`config.mk`:
```
export PLATFORM = sky130hd
export DESIGN_NAME = idle_gap_monitor
export DESIGN_NICKNAME = d
export VERILOG_FILES = /design/src/rtl/idle_gap_pkg.sv /design/src/rtl/idle_gap_edge.sv /design/src/rtl/idle_gap_window.sv /design/src/rtl/idle_gap_errlog.sv /design/src/rtl/idle_gap_monitor.sv
export SDC_FILE = /design/constraint.sdc
export NUM_CORES = 1
export LEC_CHECK = 0
export CORE_UTILIZATION = 28
export CTS_CLUSTER_DIAMETER = 40
export DETAILED_ROUTE_END_ITERATION = 12
export SETUP_SLACK_MARGIN = 0.1
export SLEW_MARGIN = 40
export SYNTH_ARGS = -nofsm -noshare
export SYNTH_HDL_FRONTEND = slang
export SYNTH_HIERARCHICAL = 1
export SYNTH_SLANG_ARGS = --single-unit
```
`constraint.sdc`:
```
create_clock -name clk -period 4.27 [get_ports clk]
set_input_delay 0.854 -clock clk [delete_from_list [all_inputs] [get_ports clk]]
set_output_delay 0.854 -clock clk [all_outputs]
set_load 0.005 [all_outputs]
```
`src/rtl/idle_gap_pkg.sv`:
```
// Shared types for the minimum idle delay monitor.
// Assumes: nothing beyond a single clock domain.
package idle_gap_pkg;
    typedef enum logic {
        WIN_REST  = 1'b0,
        WIN_GUARD = 1'b1
    } win_state_e;
endpackage

```
`src/rtl/idle_gap_edge.sv`:
```
// Registers the monitored valid strobe and flags its falling edge.
// Assumes: valid_i is synchronous to clk; the register resets low so a
// valid that is low straight after reset is not taken as a drop.
module idle_gap_edge (
    input  logic clk,
    input  logic rst_n,
    input  logic valid_i,
    output logic fall_o
);
    logic valid_q;

    // hold last sampled valid for edge detection
    always_ff @(posedge clk) begin
        if (!rst_n) valid_q <= 1'b0;
        else        valid_q <= valid_i;
    end

    // drop: high on previous edge, low on this one
    assign fall_o = valid_q & ~valid_i;
endmodule

```
`src/rtl/idle_gap_window.sv`:
```
// Tracks one guard window: latches the gap at the drop of valid, counts
// window cycles and judges an idle assertion as early or allowed.
// Assumes: at most one window at a time; a drop cannot occur while a window
// is open, since valid is low throughout.
module idle_gap_window
    import idle_gap_pkg::*;
#(
    parameter int DLY_W = 8
) (
    input  logic             clk,
    input  logic             rst_n,
    input  logic             fall_i,
    input  logic             valid_i,
    input  logic             idle_i,
    input  logic [DLY_W-1:0] gap_i,
    output logic             armed_o,
    output logic             viol_o
);
    localparam int AGE_W = DLY_W + 1;
    localparam logic [AGE_W-1:0] AGE_MAX = {AGE_W{1'b1}};

    win_state_e       state, state_n;
    logic [AGE_W-1:0] age, age_n, idx;
    logic [DLY_W-1:0] lat, lat_n;

    // next window index, saturating so long waits never wrap
    assign idx = (age == AGE_MAX) ? age : age + 1'b1;

    // window next-state and verdict for the current sample
    always_comb begin
        state_n = state;
        age_n   = age;
        lat_n   = lat;
        viol_o  = 1'b0;
        if (fall_i) begin
            lat_n = gap_i;
            age_n = AGE_W'(1);
            if (idle_i) begin
                viol_o  = (gap_i != '0);
                state_n = WIN_REST;
            end else begin
                state_n = WIN_GUARD;
            end
        end else if (state == WIN_GUARD) begin
            if (valid_i) begin
                state_n = WIN_REST;
            end else begin
                age_n = idx;
                if (idle_i) begin
                    viol_o  = (idx <= {1'b0, lat});
                    state_n = WIN_REST;
                end
            end
        end
    end

    // window state registers
    always_ff @(posedge clk) begin
        if (!rst_n) begin
            state <= WIN_REST;
            age   <= '0;
            lat   <= '0;
        end else begin
            state <= state_n;
            age   <= age_n;
            lat   <= lat_n;
        end
    end

    assign armed_o = (state == WIN_GUARD);


    cancel_chk: assert property (@(posedge clk) disable iff (!rst_n)
        (armed_o && valid_i) |=> !armed_o);


    zero_gap_chk: assert property (@(posedge clk) disable iff (!rst_n)
        (fall_i && gap_i == '0) |-> !viol_o);


    lat_hold_chk: assert property (@(posedge clk) disable iff (!rst_n)
        (armed_o && !valid_i && !idle_i) |=> (armed_o && $stable(lat)));
endmodule

```
`src/rtl/idle_gap_errlog.sv`:
```
// Turns a per-sample violation verdict into a registered pulse, a sticky
// flag and a saturating count.
// Assumes: viol_i is a single-cycle verdict from the window tracker.
module idle_gap_errlog #(
    parameter int CNT_W = 8
) (
    input  logic             clk,
    input  logic             rst_n,
    input  logic             viol_i,
    output logic             pulse_o,
    output logic             sticky_o,
    output logic [CNT_W-1:0] count_o
);
    localparam logic [CNT_W-1:0] CNT_MAX = {CNT_W{1'b1}};

    // register the violation outputs
    always_ff @(posedge clk) begin
        if (!rst_n) begin
            pulse_o  <= 1'b0;
            sticky_o <= 1'b0;
            count_o  <= '0;
        end else begin
            pulse_o <= viol_i;
            if (viol_i) begin
                sticky_o <= 1'b1;
                if (count_o != CNT_MAX) count_o <= count_o + 1'b1;
            end
        end
    end


    sticky_hold_chk: assert property (@(posedge clk) disable iff (!rst_n)
        sticky_o |=> sticky_o);


    count_mono_chk: assert property (@(posedge clk) disable iff (!rst_n)
        1'b1 |=> (count_o >= $past(count_o)));


    pulse_single_chk: assert property (@(posedge clk) disable iff (!rst_n)
        pulse_o |=> !pulse_o);
endmodule

```
`src/rtl/idle_gap_monitor.sv`:
```
// Top of the minimum idle delay monitor: a drop of valid opens a guard
// window of min_gap_i cycles; idle inside it is a violation, valid coming
// back cancels it.
// Assumes: all inputs are synchronous to clk; min_gap_i may change freely.
module idle_gap_monitor #(
    parameter int DLY_W = 8,
    parameter int CNT_W = 8
) (
    input  logic             clk,
    input  logic             rst_n,
    input  logic             valid_i,
    input  logic             idle_i,
    input  logic [DLY_W-1:0] min_gap_i,
    output logic             err_pulse_o,
    output logic             err_sticky_o,
    output logic             win_open_o,
    output logic [CNT_W-1:0] err_count_o
);
    logic fall;
    logic viol;

    // drop detector
    idle_gap_edge u_edge (
        .clk     (clk),
        .rst_n   (rst_n),
        .valid_i (valid_i),
        .fall_o  (fall)
    );

    // guard window tracker
    idle_gap_window #(.DLY_W(DLY_W)) u_win (
        .clk     (clk),
        .rst_n   (rst_n),
        .fall_i  (fall),
        .valid_i (valid_i),
        .idle_i  (idle_i),
        .gap_i   (min_gap_i),
        .armed_o (win_open_o),
        .viol_o  (viol)
    );

    // violation reporting
    idle_gap_errlog #(.CNT_W(CNT_W)) u_log (
        .clk      (clk),
        .rst_n    (rst_n),
        .viol_i   (viol),
        .pulse_o  (err_pulse_o),
        .sticky_o (err_sticky_o),
        .count_o  (err_count_o)
    );


    close_on_err_chk: assert property (@(posedge clk) disable iff (!rst_n)
        err_pulse_o |-> !win_open_o);
endmodule

```
==> flow_summary.ini, run 1 <==
[synth]
synth-edff-count = 0
synth.top_cells.by_area = sky130_fd_sc_hd__dfxtp_1, sky130_fd_sc_hd__mux2i_1, sky130_fd_sc_hd__ha_1
synthesis.instances = 188
ys_top_cells_by_count = sky130_fd_sc_hd__dfxtp_1, sky130_fd_sc_hd__mux2i_1, sky130_fd_sc_hd__nand2_1
synth_most_common_cell = sky130_fd_sc_hd__dfxtp_1
synth.lib_cells_used.distinct = 51
main_synth_ff_type = sky130_fd_sc_hd__dfxtp_1
async_reset_ff_share_pct = 0
yosysSeqAreaShare_pct = 34.8
synth_top_area_share_pct = 34.8
synth_nets = 210
synthesis.area_um2 = 1670
synth-seq-cells = 29
yosys_warnings = 6
synthesis.area_per_instance_um2 = 8.87
leading_area_contributor_after_synthesis = sky130_fd_sc_hd__dfxtp_1

[run]
maxCapViolCount = 0

[route]
wl_mm = 3.44
post_drt_wl_per_cell_um = 12.2
detail_route.first_pass.iterations = 4
drt_iter0_markers = 106
drt_drc_violations_left = 0
postRouteAntennaNets = 0
vias = 1383
via_per_inst = 4.89

[clock_tree]
cts.clk_slew.worst_paths_ps = 60
postCtsSetupBuffers = 0
clock_insertion_delay_worst_skew_ps = 280
tritoncts_num_sinks = 29
cts-root-to-sink-buffers = 2
numCtsBuffers = 5
tritoncts = yes
cts_hold_buffers = 0
postCtsResizedCells = 0
cts_root_buf = sky130_fd_sc_hd__clkbuf_8
ctsHtreeMaxLevel = 2

[status]
outcome = finished, final reports clean

[sta]
worst_slew_margin_pct = 52.5
peak_clock_frequency_supported_by_timing_mhz = 265
final-max-slew-violation-count = 0
post-route-min-period_ps = 3770
final-setup-viol-count = 0
hold_viol = 0
setup_total_negative_slack_ps = 0
worst_clock_skew_ps = 5.65
min_period_over_period_pct = 88.2
worst_slew_pin_slew_ps = 710
rsz_0062_raised_after_global_routing = false

[placement]
gp_congestion = 0.825
numPortBuffers = 22
hpwl_mm = 2.56

[floorplan]
floorplan.initialDensity_pct = 29.7
die_area_um2 = 6270
die_h_um = 79.2
io-pin-count = 23
core_box_area_um2 = 5610
dieWidth_um = 79.2
placementRows = 27

[critical_path]
critPathLaunchType = register
critPathRequiredTime_ps = 4440
critPathKind = register to register
endpoint_kind = register
crit_fanout = 9
arrival_ps = 3940

[pwr]
power.density_nw_per_um2 = 301
vdd_ir_drop_max_mv = 0.166
total_leakage_power_uw = 0.000738

[final_layout]
antenna_cells_inserted = 0
drive_above_1_share_pct = 9.95
nNetsFinal = 232
area.growth.synth_to_final_pct = 23.0
final_design_utilization_pct = 36.6

[grt]
grt_max_degree = 24
grt.overflow.total = 0
grt_util_all_layers_pct = 12.1
vias_in_the_first_global_route = 1204
antenna_found_initial = 0
grt_first_pass_wirelength_mm = 5.83

[hold_path]
timing.hold.worst.class = register to register
==> final timing paths <==
kind / from / end / slack [ps] / cells past startpoint
worst min register to register: u_win/age[8]$_SDFFE_PP0P_ / u_win/age[8]$_SDFFE_PP0P_ / 500 / 2
worst min-delay path: u_win/age[8]$_SDFFE_PP0P_ / u_win/age[8]$_SDFFE_PP0P_ / 500 / 2
worst max-delay path: u_win/age[0]$_SDFFE_PN0P_ / u_log/count_o[6]$_SDFFE_PN0P_ / 500 / 14
worst max register to register: u_win/age[0]$_SDFFE_PN0P_ / u_log/count_o[6]$_SDFFE_PN0P_ / 500 / 14
==> sequential cells by signal, indices dropped and copies added (netlist names) <==
register and count:
u_win/age 9, u_win/lat 8, u_log/count_o 8, u_log/sticky_o 1, u_win/armed_o 1, u_edge/valid_q 1
u_log/pulse_o 1
==> worst max-delay path, stage by stage (launching register included) <==
cell                        delay (ps)
sky130_fd_sc_hd__dfxtp_1           370
sky130_fd_sc_hd__ha_1              300
sky130_fd_sc_hd__nand4_1           170
sky130_fd_sc_hd__or2_1             300
sky130_fd_sc_hd__nand2_1           100
sky130_fd_sc_hd__mux2_2            280
sky130_fd_sc_hd__ha_1              200
sky130_fd_sc_hd__a2111oi_0         390
sky130_fd_sc_hd__o21ai_0           160
sky130_fd_sc_hd__a211o_1           240
sky130_fd_sc_hd__a211oi_1          250
sky130_fd_sc_hd__buf_4             180
sky130_fd_sc_hd__nand3_1           110
sky130_fd_sc_hd__or4_1             400
sky130_fd_sc_hd__and3_1            180
==> metrics by stage <==
step / instances / total power (uW) / cell area (um2) / worst slack, ps / hold WS (ps)
2_1_floorplan: 188 / 313 / 1670 / 743 / 457
3_3_place_gp: 275 / 333 / 1940 / 704 / 480
3_5_place_dp: 275 / 332 / 1940 / 608 / 482
4_1_cts: 283 / 625 / 2050 / 518 / 494
5_1_grt: 283 / 643 / 2050 / 274 / 524
6_report: 283 / 618 / 2050 / 502 / 498
==> final cells by class <==
type                       count  area [um2]
inverter                      11        41.3
multi-input combinational    139         988
fill                         604        3560
clock buffer                   7        86.3
timing repair buffer          24         235
sequential                    29         581
clock inverter                 1        30.0
tap                           72        90.1
==> cells by family after synthesis <==
kind of cell / Yosys count / share of synthesized area [%]
simple gates: 71 / 24.9
compound gates: 38 / 14.9
flops: 29 / 34.8
buf+inv: 20 / 5.93
mux: 15 / 9.38
fa+ha+maj: 10 / 7.50
xor+xnor: 5 / 2.63
==> cell usage in the layout (no fill, tap or decap), types with 2 or more instances in the layout <==
cell and instances:
sky130_fd_sc_hd__a31oi_1 7, sky130_fd_sc_hd__dfxtp_1 29, sky130_fd_sc_hd__a311oi_1 2, sky130_fd_sc_hd__nor2_1 11, sky130_fd_sc_hd__or4_1 2, sky130_fd_sc_hd__a21oi_1 10
sky130_fd_sc_hd__xnor2_1 3, sky130_fd_sc_hd__and4_1 2, sky130_fd_sc_hd__o21ai_0 6, sky130_fd_sc_hd__inv_1 11, sky130_fd_sc_hd__clkbuf_8 6, sky130_fd_sc_hd__nand2_1 12
sky130_fd_sc_hd__nand4_1 8, sky130_fd_sc_hd__o21a_1 3, sky130_fd_sc_hd__nand3_1 5, sky130_fd_sc_hd__ha_1 10, sky130_fd_sc_hd__xor2_1 2, sky130_fd_sc_hd__nand2b_1 4
sky130_fd_sc_hd__nor2b_1 10, sky130_fd_sc_hd__or3_1 2, sky130_fd_sc_hd__mux2i_1 13, sky130_fd_sc_hd__clkdlybuf4s50_1 22, sky130_fd_sc_hd__buf_4 2, sky130_fd_sc_hd__a2111oi_0 2
sky130_fd_sc_hd__nor3_1 2
==> where the power goes <==
part           internal [uW]  total (uW)  switching (uW)
sequential               275         279            3.52
clock                    190         292             102
combinational           26.3        47.5            21.2
total                    492         618             127
==> routing by layer <==
| metal | part of all wire, % | global-route usage, % | vias up |
|---|---|---|---|
| met5 | 0 | 0 | - |
| met4 | 2.1 | 6.00 | 0 |
| met3 | 4.9 | 3.22 | 7 |
| met2 | 41 | 16.6 | 35 |
| met1 | 52 | 17.0 | 616 |
| li1 | - | - | 725 |
No activity file was read; power rests on OpenSTA's default activity.
==> run 2, diff against run 1 <==
--- a/config.mk
+++ b/config.mk
@@ -8,7 +8,9 @@
 export CORE_UTILIZATION = 28
 export CTS_CLUSTER_DIAMETER = 40
 export DETAILED_ROUTE_END_ITERATION = 12
+export DONT_BUFFER_PORTS = 1
 export SETUP_SLACK_MARGIN = 0.1
+export SKIP_LAST_GASP = 1
 export SLEW_MARGIN = 40
 export SYNTH_ARGS = -nofsm -noshare
 export SYNTH_HDL_FRONTEND = slang
==> constraint.sdc (replaced) <==
create_clock -name clk -period 4.55 [get_ports clk]
set_input_delay 0.91 -clock clk [delete_from_list [all_inputs] [get_ports clk]]
set_output_delay 0.91 -clock clk [all_outputs]
set_load 0.005 [all_outputs]
==> flow_summary.ini, run 2 (synthesis gave the netlist of run 1 again) <==
[status]
outcome = finished, final reports clean

[floorplan]
die_area_um2 = 6270
dieWidth_um = 79.2
core_box_area_um2 = 5610
die_h_um = 79.2
floorplan.initialDensity_pct = 29.7
io-pin-count = 23
placementRows = 27

[critical_path]
endpoint_kind = register
critPathKind = register to register
start_point_of_the_critical_path = u_win/age[0]$_SDFFE_PN0P_
cell_type_group_with_the_largest_total_delay_on_the_critical_path = simple AND/OR/NAND/NOR gates
cp_capture_point = u_log/count_o[6]$_SDFFE_PN0P_
worst_path_most_repeated_cell = sky130_fd_sc_hd__ha_1
crit_fanout = 9
arrival_ps = 3860
reg2reg_depth = 14
critPathRequiredTime_ps = 4730
critPathBufInv = 1
critPathLaunchType = register
critical_path.reg2reg.endpoint = u_log/count_o[6]$_SDFFE_PN0P_
rrSetupSlack_ps = 860
critPathSlowestCell = sky130_fd_sc_hd__or4_1
critical-path-max-stage-delay_ps = 410
critical_path.reg2reg.startpoint = u_win/age[0]$_SDFFE_PN0P_
critical_path.cell_chain = ha_1 > nand4_1 > or2_1 > nand2_1 > mux2_2 > ha_1 > a2111oi_0 > o21ai_0 > a211o_1 > a211oi_1 > buf_4 > nand3_1 > or4_1 > and3_1
cp.depth = 14

[final_layout]
flip_flop_count_of_the_largest_register_all_copies_and_words_added = 9
mostFrequentLayoutCells = sky130_fd_sc_hd__dfxtp_1, sky130_fd_sc_hd__mux2i_1, sky130_fd_sc_hd__nand2_1
antenna_cells_inserted = 0
biggest_registers_after_layout = u_win/age (9), u_log/count_o (8), u_win/lat (8)
mostFrequentLayoutCell = sky130_fd_sc_hd__dfxtp_1
drive_above_1_share_pct = 11.6
postLayoutCellArea_um2 = 1820
nFillCells = 616
area.growth.synth_to_final_pct = 8.93
layout.cells.non_filler = 261
registers.top_by_ff_count = u_win/age
nNetsFinal = 210
final_design_utilization_pct = 32.4

[pwr]
design_power_total_uw = 524
power.internal_uw = 410
netSwitchingPower_uw = 115
vdd_ir_drop_max_mv = 0.189
power_frac_comb_pct = 5.6
total_leakage_power_uw = 0.000653
seq_power_share_pct = 50.0
power_frac_clock_pct = 44.5
power.density_nw_per_um2 = 289
power.share.switching_pct = 21.9

[route]
wl_mm = 3.39
via_per_inst = 5.13
vias = 1340
detail_route.first_pass.iterations = 4
drt_iter0_markers = 65
drt_drc_violations_left = 0
postRouteAntennaNets = 0
post_drt_wl_per_cell_um = 13.0

[sta]
worst_slew_pin_slew_ps = 362
peak_clock_frequency_supported_by_timing_mhz = 271
final-setup-viol-count = 0
worst_clock_skew_ps = 8.72
setup_total_negative_slack_ps = 0
rsz_0062_raised_after_global_routing = false
post-route-min-period_ps = 3690
hold_viol = 0
final-max-slew-violation-count = 0
worst_slew_margin_pct = 75.6
min_period_over_period_pct = 81.0

[clock_tree]
cts.clk_slew.worst_paths_ps = 70
cts_hold_buffers = 0
postCtsSetupBuffers = 0
cts_root_buf = sky130_fd_sc_hd__clkbuf_8
postCtsResizedCells = 0
numCtsBuffers = 5
tritoncts = yes
tritoncts_num_sinks = 29
ctsHtreeMaxLevel = 2
cts-root-to-sink-buffers = 2
clock_insertion_delay_worst_skew_ps = 290

[run]
maxCapViolCount = 0

[grt]
grt_max_degree = 24
grt_util_all_layers_pct = 11.9
antenna_found_initial = 0
vias_in_the_first_global_route = 1216
grt_first_pass_wirelength_mm = 5.73
grt.overflow.total = 0

[placement]
postPlaceCellArea_um2 = 1720
placedCellCount = 253
hpwl_mm = 2.45
gp_congestion = 0.764
numPortBuffers = 0

[hold_path]
timing.hold.worst.class = register to register
==> run 2: cell types whose count changed in the layout (fill, tap and decap cells not counted), sizes merged <==
| cell | previous run | this run |
|---|---|---|
| bufinv | 1 | 0 |
| clkdlybuf4s50 | 22 | 0 |
| clkinv | 0 | 1 |
==> run 2: per-layer routing <==
| layer | wire [um] | vias up | global-route usage, % |
|---|---|---|---|
| met2 | 1440 | 31 | 16.9 |
| met1 | 1730 | 621 | 16.0 |
| met5 | 0 | - | 0 |
| li1 | - | 681 | - |
| met4 | 74 | 0 | 6.00 |
| met3 | 148 | 7 | 3.79 |
==> run 2: stage by stage <==
step,worst slack (ps),hold WS (ps)
floorplan,1020,457
global placement,984,474
finish,862,495
CTS,871,491
detailed placement,892,481
global route,624,533
==> run 2: cell type report <==
cell class | instances | area [um2] | area share, %
Timing Repair Buffer | 2 | 15.0 | 0.826
Inverter | 11 | 41.3 | 2.27
Sequential cell | 29 | 581 | 32.0
Multi-Input combinational cell | 139 | 988 | 54.4
Clock buffer | 7 | 96.3 | 5.30
Tap cell | 72 | 90.1 | 4.96
Clock inverter | 1 | 5.00 | 0.275
==> run 2: how the worst min path moves through the flow <==
stage | start | end | slack, ps | depth (start not counted)
3_3_place_gp | u_win/age[8]$_SDFFE_PP0P_ | u_win/age[8]$_SDFFE_PP0P_ | 470 | 2
6_report | u_win/age[8]$_SDFFE_PP0P_ | u_win/age[8]$_SDFFE_PP0P_ | 490 | 2
2_1_floorplan | u_win/age[8]$_SDFFE_PP0P_ | u_win/age[8]$_SDFFE_PP0P_ | 460 | 2
4_1_cts | u_win/age[8]$_SDFFE_PP0P_ | u_win/age[8]$_SDFFE_PP0P_ | 490 | 2
5_1_grt | u_win/age[8]$_SDFFE_PP0P_ | u_win/age[8]$_SDFFE_PP0P_ | 530 | 2
3_5_place_dp | u_win/age[8]$_SDFFE_PP0P_ | u_win/age[8]$_SDFFE_PP0P_ | 480 | 2
==> run 2: power groups by stage <==
stage,clock [uW],sequential (uW),combinational (uW)
2_1_floorplan,0,267,27.0
3_3_place_gp,0,268,29.2
3_5_place_dp,0,268,29.1
4_1_cts,241,262,29.4
5_1_grt,252,262,33.6
6_report,233,262,29.3
==> run 2: worst reg2reg max path: stages, from the launching register on <==
cell	delay, ps
sky130_fd_sc_hd__dfxtp_1	370
sky130_fd_sc_hd__ha_1	300
sky130_fd_sc_hd__nand4_1	170
sky130_fd_sc_hd__or2_1	310
sky130_fd_sc_hd__nand2_1	90
sky130_fd_sc_hd__mux2_2	270
sky130_fd_sc_hd__ha_1	200
sky130_fd_sc_hd__a2111oi_0	340
sky130_fd_sc_hd__o21ai_0	150
sky130_fd_sc_hd__a211o_1	240
sky130_fd_sc_hd__a211oi_1	240
sky130_fd_sc_hd__buf_4	190
sky130_fd_sc_hd__nand3_1	120
sky130_fd_sc_hd__or4_1	410
sky130_fd_sc_hd__and3_1	180
